--- src/rtl/vdw_pkg.sv ---
package vdw_pkg;
  localparam int WORD_W = 32;
  localparam int SRC_W  = 8;
  localparam int MAX_WORDS = 8;
  localparam logic [4:0] PKT_XFER = 5'h0A;
  localparam logic [4:0] PKT_CFG  = 5'h0B;
  localparam logic [4:0] PKT_CTL  = 5'h0C;
  localparam logic [3:0] CTL_CHAN_WAIT = 4'd4;

  typedef enum logic [1:0] {K_NONE, K_XFER, K_CFG, K_CTL} descKind_t;
  typedef enum logic [2:0] {S_IDLE, S_REQ, S_CAP, S_DISP, S_SYNC, S_DONE, S_ERR} walkState_t;

  typedef struct packed {
    logic loadList;
    logic capture;
    logic extend;
    logic advance;
    logic consume;
  } strobes_t;
endpackage

--- src/rtl/vdw_datapath.sv ---
module vdw_datapath
  import vdw_pkg::*;
#(
  parameter int ADDR_W = 8,
  parameter int LEN_W  = ADDR_W + 1
) (
  input  logic                      clk,
  input  logic                      rstN,
  input  strobes_t                  strb,
  input  logic [ADDR_W-1:0]         listBase,
  input  logic [LEN_W-1:0]          listLen,
  input  logic [WORD_W-1:0]         memRdData,
  input  logic                      chanDone,
  input  logic [SRC_W-1:0]          chanDoneId,
  output logic [ADDR_W-1:0]         memAddr,
  output logic [4:0]                capType,
  output logic                      lastWord,
  output logic                      need8,
  output logic [3:0]                ctlType,
  output logic                      syncReady,
  output logic                      endAfterStep,
  output logic                      endNow,
  output logic [MAX_WORDS*WORD_W-1:0] descWords
);
  localparam int NUM_CHAN = 1 << SRC_W;
  localparam logic [LEN_W:0] OFF_STEP4 = 4;
  localparam logic [LEN_W:0] OFF_STEP8 = 8;
  localparam logic [ADDR_W-1:0] ADR_STEP4 = 4;
  localparam logic [ADDR_W-1:0] ADR_STEP8 = 8;

  logic [ADDR_W-1:0] curAddr;
  logic [LEN_W:0]    offset, lenQ, stepW;
  logic [2:0]        wIdx;
  logic [WORD_W-1:0] words [MAX_WORDS];
  logic [NUM_CHAN-1:0] pend, hit, take;
  logic [SRC_W-1:0]  srcChan;

  assign memAddr  = curAddr + {{(ADDR_W-3){1'b0}}, wIdx};
  assign capType  = memRdData[31:27];
  assign lastWord = (wIdx == (need8 ? 3'd7 : 3'd3));
  assign ctlType  = words[3][3:0];
  assign srcChan  = words[3][23:16];
  assign stepW    = need8 ? OFF_STEP8 : OFF_STEP4;
  assign endAfterStep = (offset + stepW) >= lenQ;
  assign endNow   = offset >= lenQ;

  always_comb begin
    hit = '0;
    if (chanDone) hit[chanDoneId] = 1'b1;
    take = '0;
    if (strb.consume) take[srcChan] = 1'b1;
  end
  assign syncReady = pend[srcChan] | hit[srcChan];

  always_ff @(posedge clk) begin
    if (!rstN) begin
      curAddr <= '0;
      offset  <= '0;
      lenQ    <= '0;
      wIdx    <= '0;
      need8   <= 1'b0;
      pend    <= '0;
      for (int i = 0; i < MAX_WORDS; i++) words[i] <= '0;
    end else begin
      pend <= (pend | hit) & ~take;
      if (strb.loadList) begin
        curAddr <= listBase;
        offset  <= '0;
        lenQ    <= {1'b0, listLen};
        wIdx    <= '0;
        need8   <= 1'b0;
      end
      if (strb.capture) begin
        words[wIdx] <= memRdData;
        if (strb.extend) begin
          wIdx  <= 3'd4;
          need8 <= 1'b1;
        end else if (!lastWord) begin
          wIdx <= wIdx + 3'd1;
        end
      end
      if (strb.advance) begin
        offset  <= offset + stepW;
        curAddr <= curAddr + (need8 ? ADR_STEP8 : ADR_STEP4);
        wIdx    <= '0;
        need8   <= 1'b0;
      end
    end
  end

  for (genvar g = 0; g < MAX_WORDS; g++) begin : gOut
    if (g < 4) begin : gLow
      assign descWords[g*WORD_W +: WORD_W] = words[g];
    end else begin : gHigh
      assign descWords[g*WORD_W +: WORD_W] = need8 ? words[g] : '0;
    end
  end

  // a completion pulse not consumed in its cycle leaves its channel pending
  assert_pend_kept_R6: assert property (@(posedge clk) disable iff (!rstN)
    (chanDone && !strb.consume) |=> pend[$past(chanDoneId)]);
endmodule

--- src/rtl/vdw_control.sv ---
module vdw_control
  import vdw_pkg::*;
(
  input  logic     clk,
  input  logic     rstN,
  input  logic     start,
  input  logic     listLenZero,
  input  logic     irqEnable,
  input  logic     lastWord,
  input  logic     need8,
  input  logic [4:0] capType,
  input  logic [3:0] ctlType,
  input  logic     syncReady,
  input  logic     endAfterStep,
  input  logic     endNow,
  output strobes_t strb,
  output logic     memRdEn,
  output logic     xferValid,
  output logic     cfgValid,
  output logic     ctlValid,
  output logic     busy,
  output logic     syncWait,
  output logic     listComplete,
  output logic     typeError
);
  walkState_t st, nxt;
  descKind_t  kind, kindNxt;
  logic       irqQ;

  always_comb begin
    nxt     = st;
    kindNxt = kind;
    strb    = '0;
    memRdEn = 1'b0;
    case (st)
      S_IDLE: if (start) begin
        strb.loadList = 1'b1;
        nxt = listLenZero ? S_DONE : S_REQ;
      end
      S_REQ: begin
        memRdEn = 1'b1;
        nxt = S_CAP;
      end
      S_CAP: begin
        strb.capture = 1'b1;
        if (!lastWord) nxt = S_REQ;
        else if (need8) begin
          kindNxt = K_XFER;
          nxt = S_DISP;
        end else begin
          case (capType)
            PKT_XFER: begin strb.extend = 1'b1; nxt = S_REQ; end
            PKT_CFG:  begin kindNxt = K_CFG; nxt = S_DISP; end
            PKT_CTL:  begin kindNxt = K_CTL; nxt = S_DISP; end
            default:  nxt = S_ERR;
          endcase
        end
      end
      S_DISP: begin
        strb.advance = 1'b1;
        if (kind == K_CTL && ctlType == CTL_CHAN_WAIT) nxt = S_SYNC;
        else nxt = endAfterStep ? S_DONE : S_REQ;
      end
      S_SYNC: if (syncReady) begin
        strb.consume = 1'b1;
        nxt = endNow ? S_DONE : S_REQ;
      end
      S_DONE:  nxt = S_IDLE;
      S_ERR:   nxt = S_IDLE;
      default: nxt = S_IDLE;
    endcase
  end

  always_ff @(posedge clk) begin
    if (!rstN) begin
      st        <= S_IDLE;
      kind      <= K_NONE;
      irqQ      <= 1'b0;
      typeError <= 1'b0;
    end else begin
      st   <= nxt;
      kind <= kindNxt;
      if (strb.loadList) begin
        irqQ      <= irqEnable;
        typeError <= 1'b0;
      end else if (st == S_ERR) begin
        typeError <= 1'b1;
      end
    end
  end

  assign xferValid    = (st == S_DISP) && (kind == K_XFER);
  assign cfgValid     = (st == S_DISP) && (kind == K_CFG);
  assign ctlValid     = (st == S_DISP) && (kind == K_CTL);
  assign busy         = (st != S_IDLE);
  assign syncWait     = (st == S_SYNC);
  assign listComplete = (st == S_DONE) && irqQ;

  assert_one_strobe_R10: assert property (@(posedge clk) disable iff (!rstN)
    $onehot0({xferValid, cfgValid, ctlValid}));
  assert_done_pulse_R8: assert property (@(posedge clk) disable iff (!rstN)
    listComplete |=> !listComplete);
  assert_err_sticky_R9: assert property (@(posedge clk) disable iff (!rstN)
    (typeError && !start) |=> typeError);
  assert_sync_hold_R5: assert property (@(posedge clk) disable iff (!rstN)
    (syncWait && !syncReady) |=> syncWait);
endmodule

--- src/rtl/vdesc_walker.sv ---
module vdesc_walker
  import vdw_pkg::*;
#(
  parameter int ADDR_W = 8,
  parameter int LEN_W  = ADDR_W + 1
) (
  input  logic                          clk,
  input  logic                          rstN,
  input  logic                          start,
  input  logic [ADDR_W-1:0]             listBase,
  input  logic [LEN_W-1:0]              listLen,
  input  logic                          irqEnable,
  output logic                          memRdEn,
  output logic [ADDR_W-1:0]             memAddr,
  input  logic [WORD_W-1:0]             memRdData,
  input  logic                          chanDone,
  input  logic [SRC_W-1:0]              chanDoneId,
  output logic                          xferValid,
  output logic                          cfgValid,
  output logic                          ctlValid,
  output logic [MAX_WORDS*WORD_W-1:0]   descWords,
  output logic                          busy,
  output logic                          syncWait,
  output logic                          listComplete,
  output logic                          typeError
);
  strobes_t   strb;
  logic [4:0] capType;
  logic [3:0] ctlType;
  logic       lastWord, need8, syncReady, endAfterStep, endNow;

  vdw_control u_ctrl (
    .clk, .rstN, .start,
    .listLenZero(listLen == '0),
    .irqEnable, .lastWord, .need8, .capType, .ctlType, .syncReady,
    .endAfterStep, .endNow, .strb, .memRdEn,
    .xferValid, .cfgValid, .ctlValid, .busy, .syncWait, .listComplete, .typeError
  );

  vdw_datapath #(.ADDR_W(ADDR_W), .LEN_W(LEN_W)) u_dp (
    .clk, .rstN, .strb, .listBase, .listLen, .memRdData, .chanDone, .chanDoneId,
    .memAddr, .capType, .lastWord, .need8, .ctlType, .syncReady,
    .endAfterStep, .endNow, .descWords
  );
endmodule

--- config.mk ---
export PLATFORM = sky130hd
export DESIGN_NAME = vdesc_walker
export DESIGN_NICKNAME = d
export VERILOG_FILES = /design/src/rtl/vdw_pkg.sv /design/src/rtl/vdw_datapath.sv /design/src/rtl/vdw_control.sv /design/src/rtl/vdesc_walker.sv
export SDC_FILE = /design/constraint.sdc
export NUM_CORES = 1
export LEC_CHECK = 0
export ABC_CLOCK_PERIOD_IN_PS = 4500
export BUFFER_PORTS_ARGS = -buffer_cell sky130_fd_sc_hd__buf_2
export CAP_MARGIN = 20
export CORE_UTILIZATION = 40
export CTS_CLUSTER_DIAMETER = 40
export DETAILED_ROUTE_END_ITERATION = 10
export GPL_TIMING_DRIVEN = 1
export PLACE_DENSITY = 0.64
export SYNTH_ARGS = -nofsm -noshare
export SYNTH_HDL_FRONTEND = slang
export SYNTH_HIERARCHICAL = 1
export SYNTH_SLANG_ARGS = --single-unit
export TNS_END_PERCENT = 100
--- constraint.sdc ---
create_clock -name clk -period 4.5 [get_ports clk]
set_input_delay 0.9 -clock clk [delete_from_list [all_inputs] [get_ports clk]]
set_output_delay 0.9 -clock clk [all_outputs]
set_load 0.005 [all_outputs]
==> qor.yml <==
leakagePower_nw: 12.4
cts_setup_buffers: 0
peakVddDrop_v: 0.000372
holdCritPathClass: "reg2reg"
fp.dieW_um: 253
clock-skew-final_ps: 36.3
grt_overflow: 0
dp_slack_ps: 453
wl_per_cell_um: 25.0
holdPathStages: 2
min_from: "u_dp/pend[217]"
rows: 91
drtAntennaViolNets: 0
setup_viol: 0
core_mm2: 0.0621
grt_use_total: 0.283
synth_seq_area_share: 0.536
critPathLaunchType: "flip-flop"
ys_types: 78
seqCellArea_mm2: 0.0135
clk_path_buf_depth: 3
die_h_um: 253
clockRootBuffer: "clkbuf_16"
synth_area_leaders: "edfxtp_1 (30%), dfxtp_1 (23%), and2_1 (9.7%), mux4_2 (4.9%), nor2_1 (4.6%)"
fin_crit_ps: 3970
finalCritPeriodShare: 0.881
endpoint_kind: "flip-flop"
final_cell_mix: "and2_1 (391), buf_2 (332), nor2_1 (300)"
die_area_mm2: 0.0641
cts.sinks: 548
layout_commonest_cell: "and2_1"
portBuffers: 333
antenna_cells: 0
dr_wl_met2_mm: 42.4
num_vias: 21200
multi_input_area_mm2: 0.0109
met3WireLength_mm: 10.6
cts_buffers: 88
rsz0062_at_grt: "false"
yosys_most_used_dff: "dfxtp_1"
clk_pin_slew_ps: 60
async_reset_ff_frac: 0
nFillCells: 5544
path_class: "reg2reg"
hpwl_mm: 61.7
fmax_mhz: 252
reg2regPathDepth: 14
syn-num-nets: 2513
synth_top_area_cell: "edfxtp_1"
timing.final.hold_violations: 0
grt_antenna_before_repair: 5
syn_inst: 2426
ios: 334
worstPathRequired_ps: 5070
path_max_fanout: 32
synth.top_cell.area_share: 0.305
worstPathArrival_ps: 4540
timing.rr.start: "u_dp/words[3][16]"
slew-limit-headroom: 0.189
final_layout_size_suffix_gt1_frac: 0.275
worst_slew_pin_slew_ps: 1210
synth-seq-cells: 548
reg2reg_slack_ps: 530
wl_mm: 92.6
synth_area_mm2: 0.0252
min_to: "u_dp/pend[217]"
synth_edf_count: 256
wl_met1_mm: 36.1
fin_nets: 2875
drtIter0Drc: 2364
routed.top_layer: "met5"
drt_first_pass_iters: 6
drv_slew: 0
ctsResizeCount: 0
first_global_vias: 20900
grt_max_degree: 291
place.gp.congestion: 1.01
clkLatencyLatePin_ps: 650
grt_first_pass_wirelength_mm: 135
syn_to_final_growth_pct: 24.6
p_per_area_mw_per_mm2: 418
postCtsHoldBufs: 0
vias_per_cell: 5.72
setup_ws_ps: 533
fin_hold_ws_ps: 478
h-tree-depth: 3
reg2reg_to: "u_dp/pend[254]"
maxCapViolCount: 0
yosysWarnings: 6
cts_tree: "done"
start_util: 0.407
drcViolationCount: 0
finalSetupTns_ps: 0
avgSynthCellArea_um2: 10.4
status: "finished clean"
cells by family after synthesis:
group                      Yosys count  share of synthesized area
muxes                               90                     0.0658
adders and majority gates           25                     0.0133
DFF                                548                      0.536
buffers and inverters              215                     0.0368
xor gates and xnor gates            20                    0.00694
and+or+nand+nor                    956                      0.201
AOI/OAI and AO/OA                  572                      0.139
area by class of cell:
cell class	count	area share
repair buffers	462	0.0855
clock inverters	58	0.0245
clock buffers	105	0.0756
flip-flops and latches	548	0.430
well taps	837	0.0333
multi-input cells	1663	0.348
inverters	25	0.00298
stage by stage:
step,cell area (um2),utilization,cells,power (W)
4_1_cts,31500,0.507,3698,0.0132
3_5_place_dp,28300,0.456,3535,0.00614
5_1_grt,31500,0.507,3698,0.0135
6_report,31500,0.507,3698,0.0131
2_1_floorplan,25200,-,2426,0.00582
3_3_place_gp,28300,0.456,3532,0.00613
worst max-delay path, stage by stage (launching register included):
cell      delay [ps]
edfxtp_1         490
buf_12           270
nor2b_1          440
a22oi_1          210
o311a_1          170
a22o_1           260
or4b_1           540
nor3_2           190
nand4_1          170
and3_1           260
buf_4            210
nand3_1          100
buf_4            260
o21ai_0          120
nor2_1           170
power breakdown:
group | switching, W | total [W] | internal, W
Combinational | 0.000464 | 0.000685 | 0.000221
Clock | 0.00266 | 0.00709 | 0.00443
Sequential | 0.0000542 | 0.00537 | 0.00532
Total | 0.00318 | 0.0131 | 0.00997
layer usage:
layer  up-vias  track usage
met5         -            0
met4         8        0.117
met3       216       0.0961
met2      1193        0.447
met1     10400        0.352
li1       9364            -
sequential cells by signal, indices dropped and copies added (netlist names):
signal            cells
u_dp/pend           256
u_dp/words          256
u_dp/lenQ             9
u_dp/curAddr          8
u_dp/offset           8
u_ctrl/st             3
u_dp/wIdx             3
u_ctrl/kind           2
u_ctrl/irqQ           1
u_ctrl/typeError      1
u_dp/need8            1
worst max-delay path by stage:
stage | depth (start not counted) | slack (ps) | from | end
detailed placement | 14 | 450 | chanDoneId[3] | u_dp/pend[112]
CTS | 14 | 580 | u_dp/words[3][16] | u_dp/pend[254]
global placement | 14 | 570 | chanDoneId[3] | u_dp/pend[0]
global route | 15 | 360 | u_dp/words[3][16] | u_dp/pend[108]
floorplan | 2 | 630 | rstN | u_dp/words[3][0]
finish | 14 | 530 | u_dp/words[3][16] | u_dp/pend[254]
cells in the mapped netlist (all sizes together), types with 8 or more instances:
| master | count |
|---|---|
| nor3 | 17 |
| nand4 | 8 |
| inv | 25 |
| a22oi | 13 |
| buf | 39 |
| dfxtp | 292 |
| mux2i | 28 |
| and2 | 391 |
| nor2 | 310 |
| nand2 | 79 |
| edfxtp | 256 |
| a21oi | 212 |
| nor3b | 17 |
| xor2 | 8 |
| nor2b | 40 |
| nand3 | 37 |
| o21ai | 219 |
| ha | 22 |
| xnor2 | 12 |
| o221a | 72 |
| clkbuf | 151 |
| mux4 | 59 |
| nand2b | 12 |
Note: power is estimated with default switching activity, not from simulation.
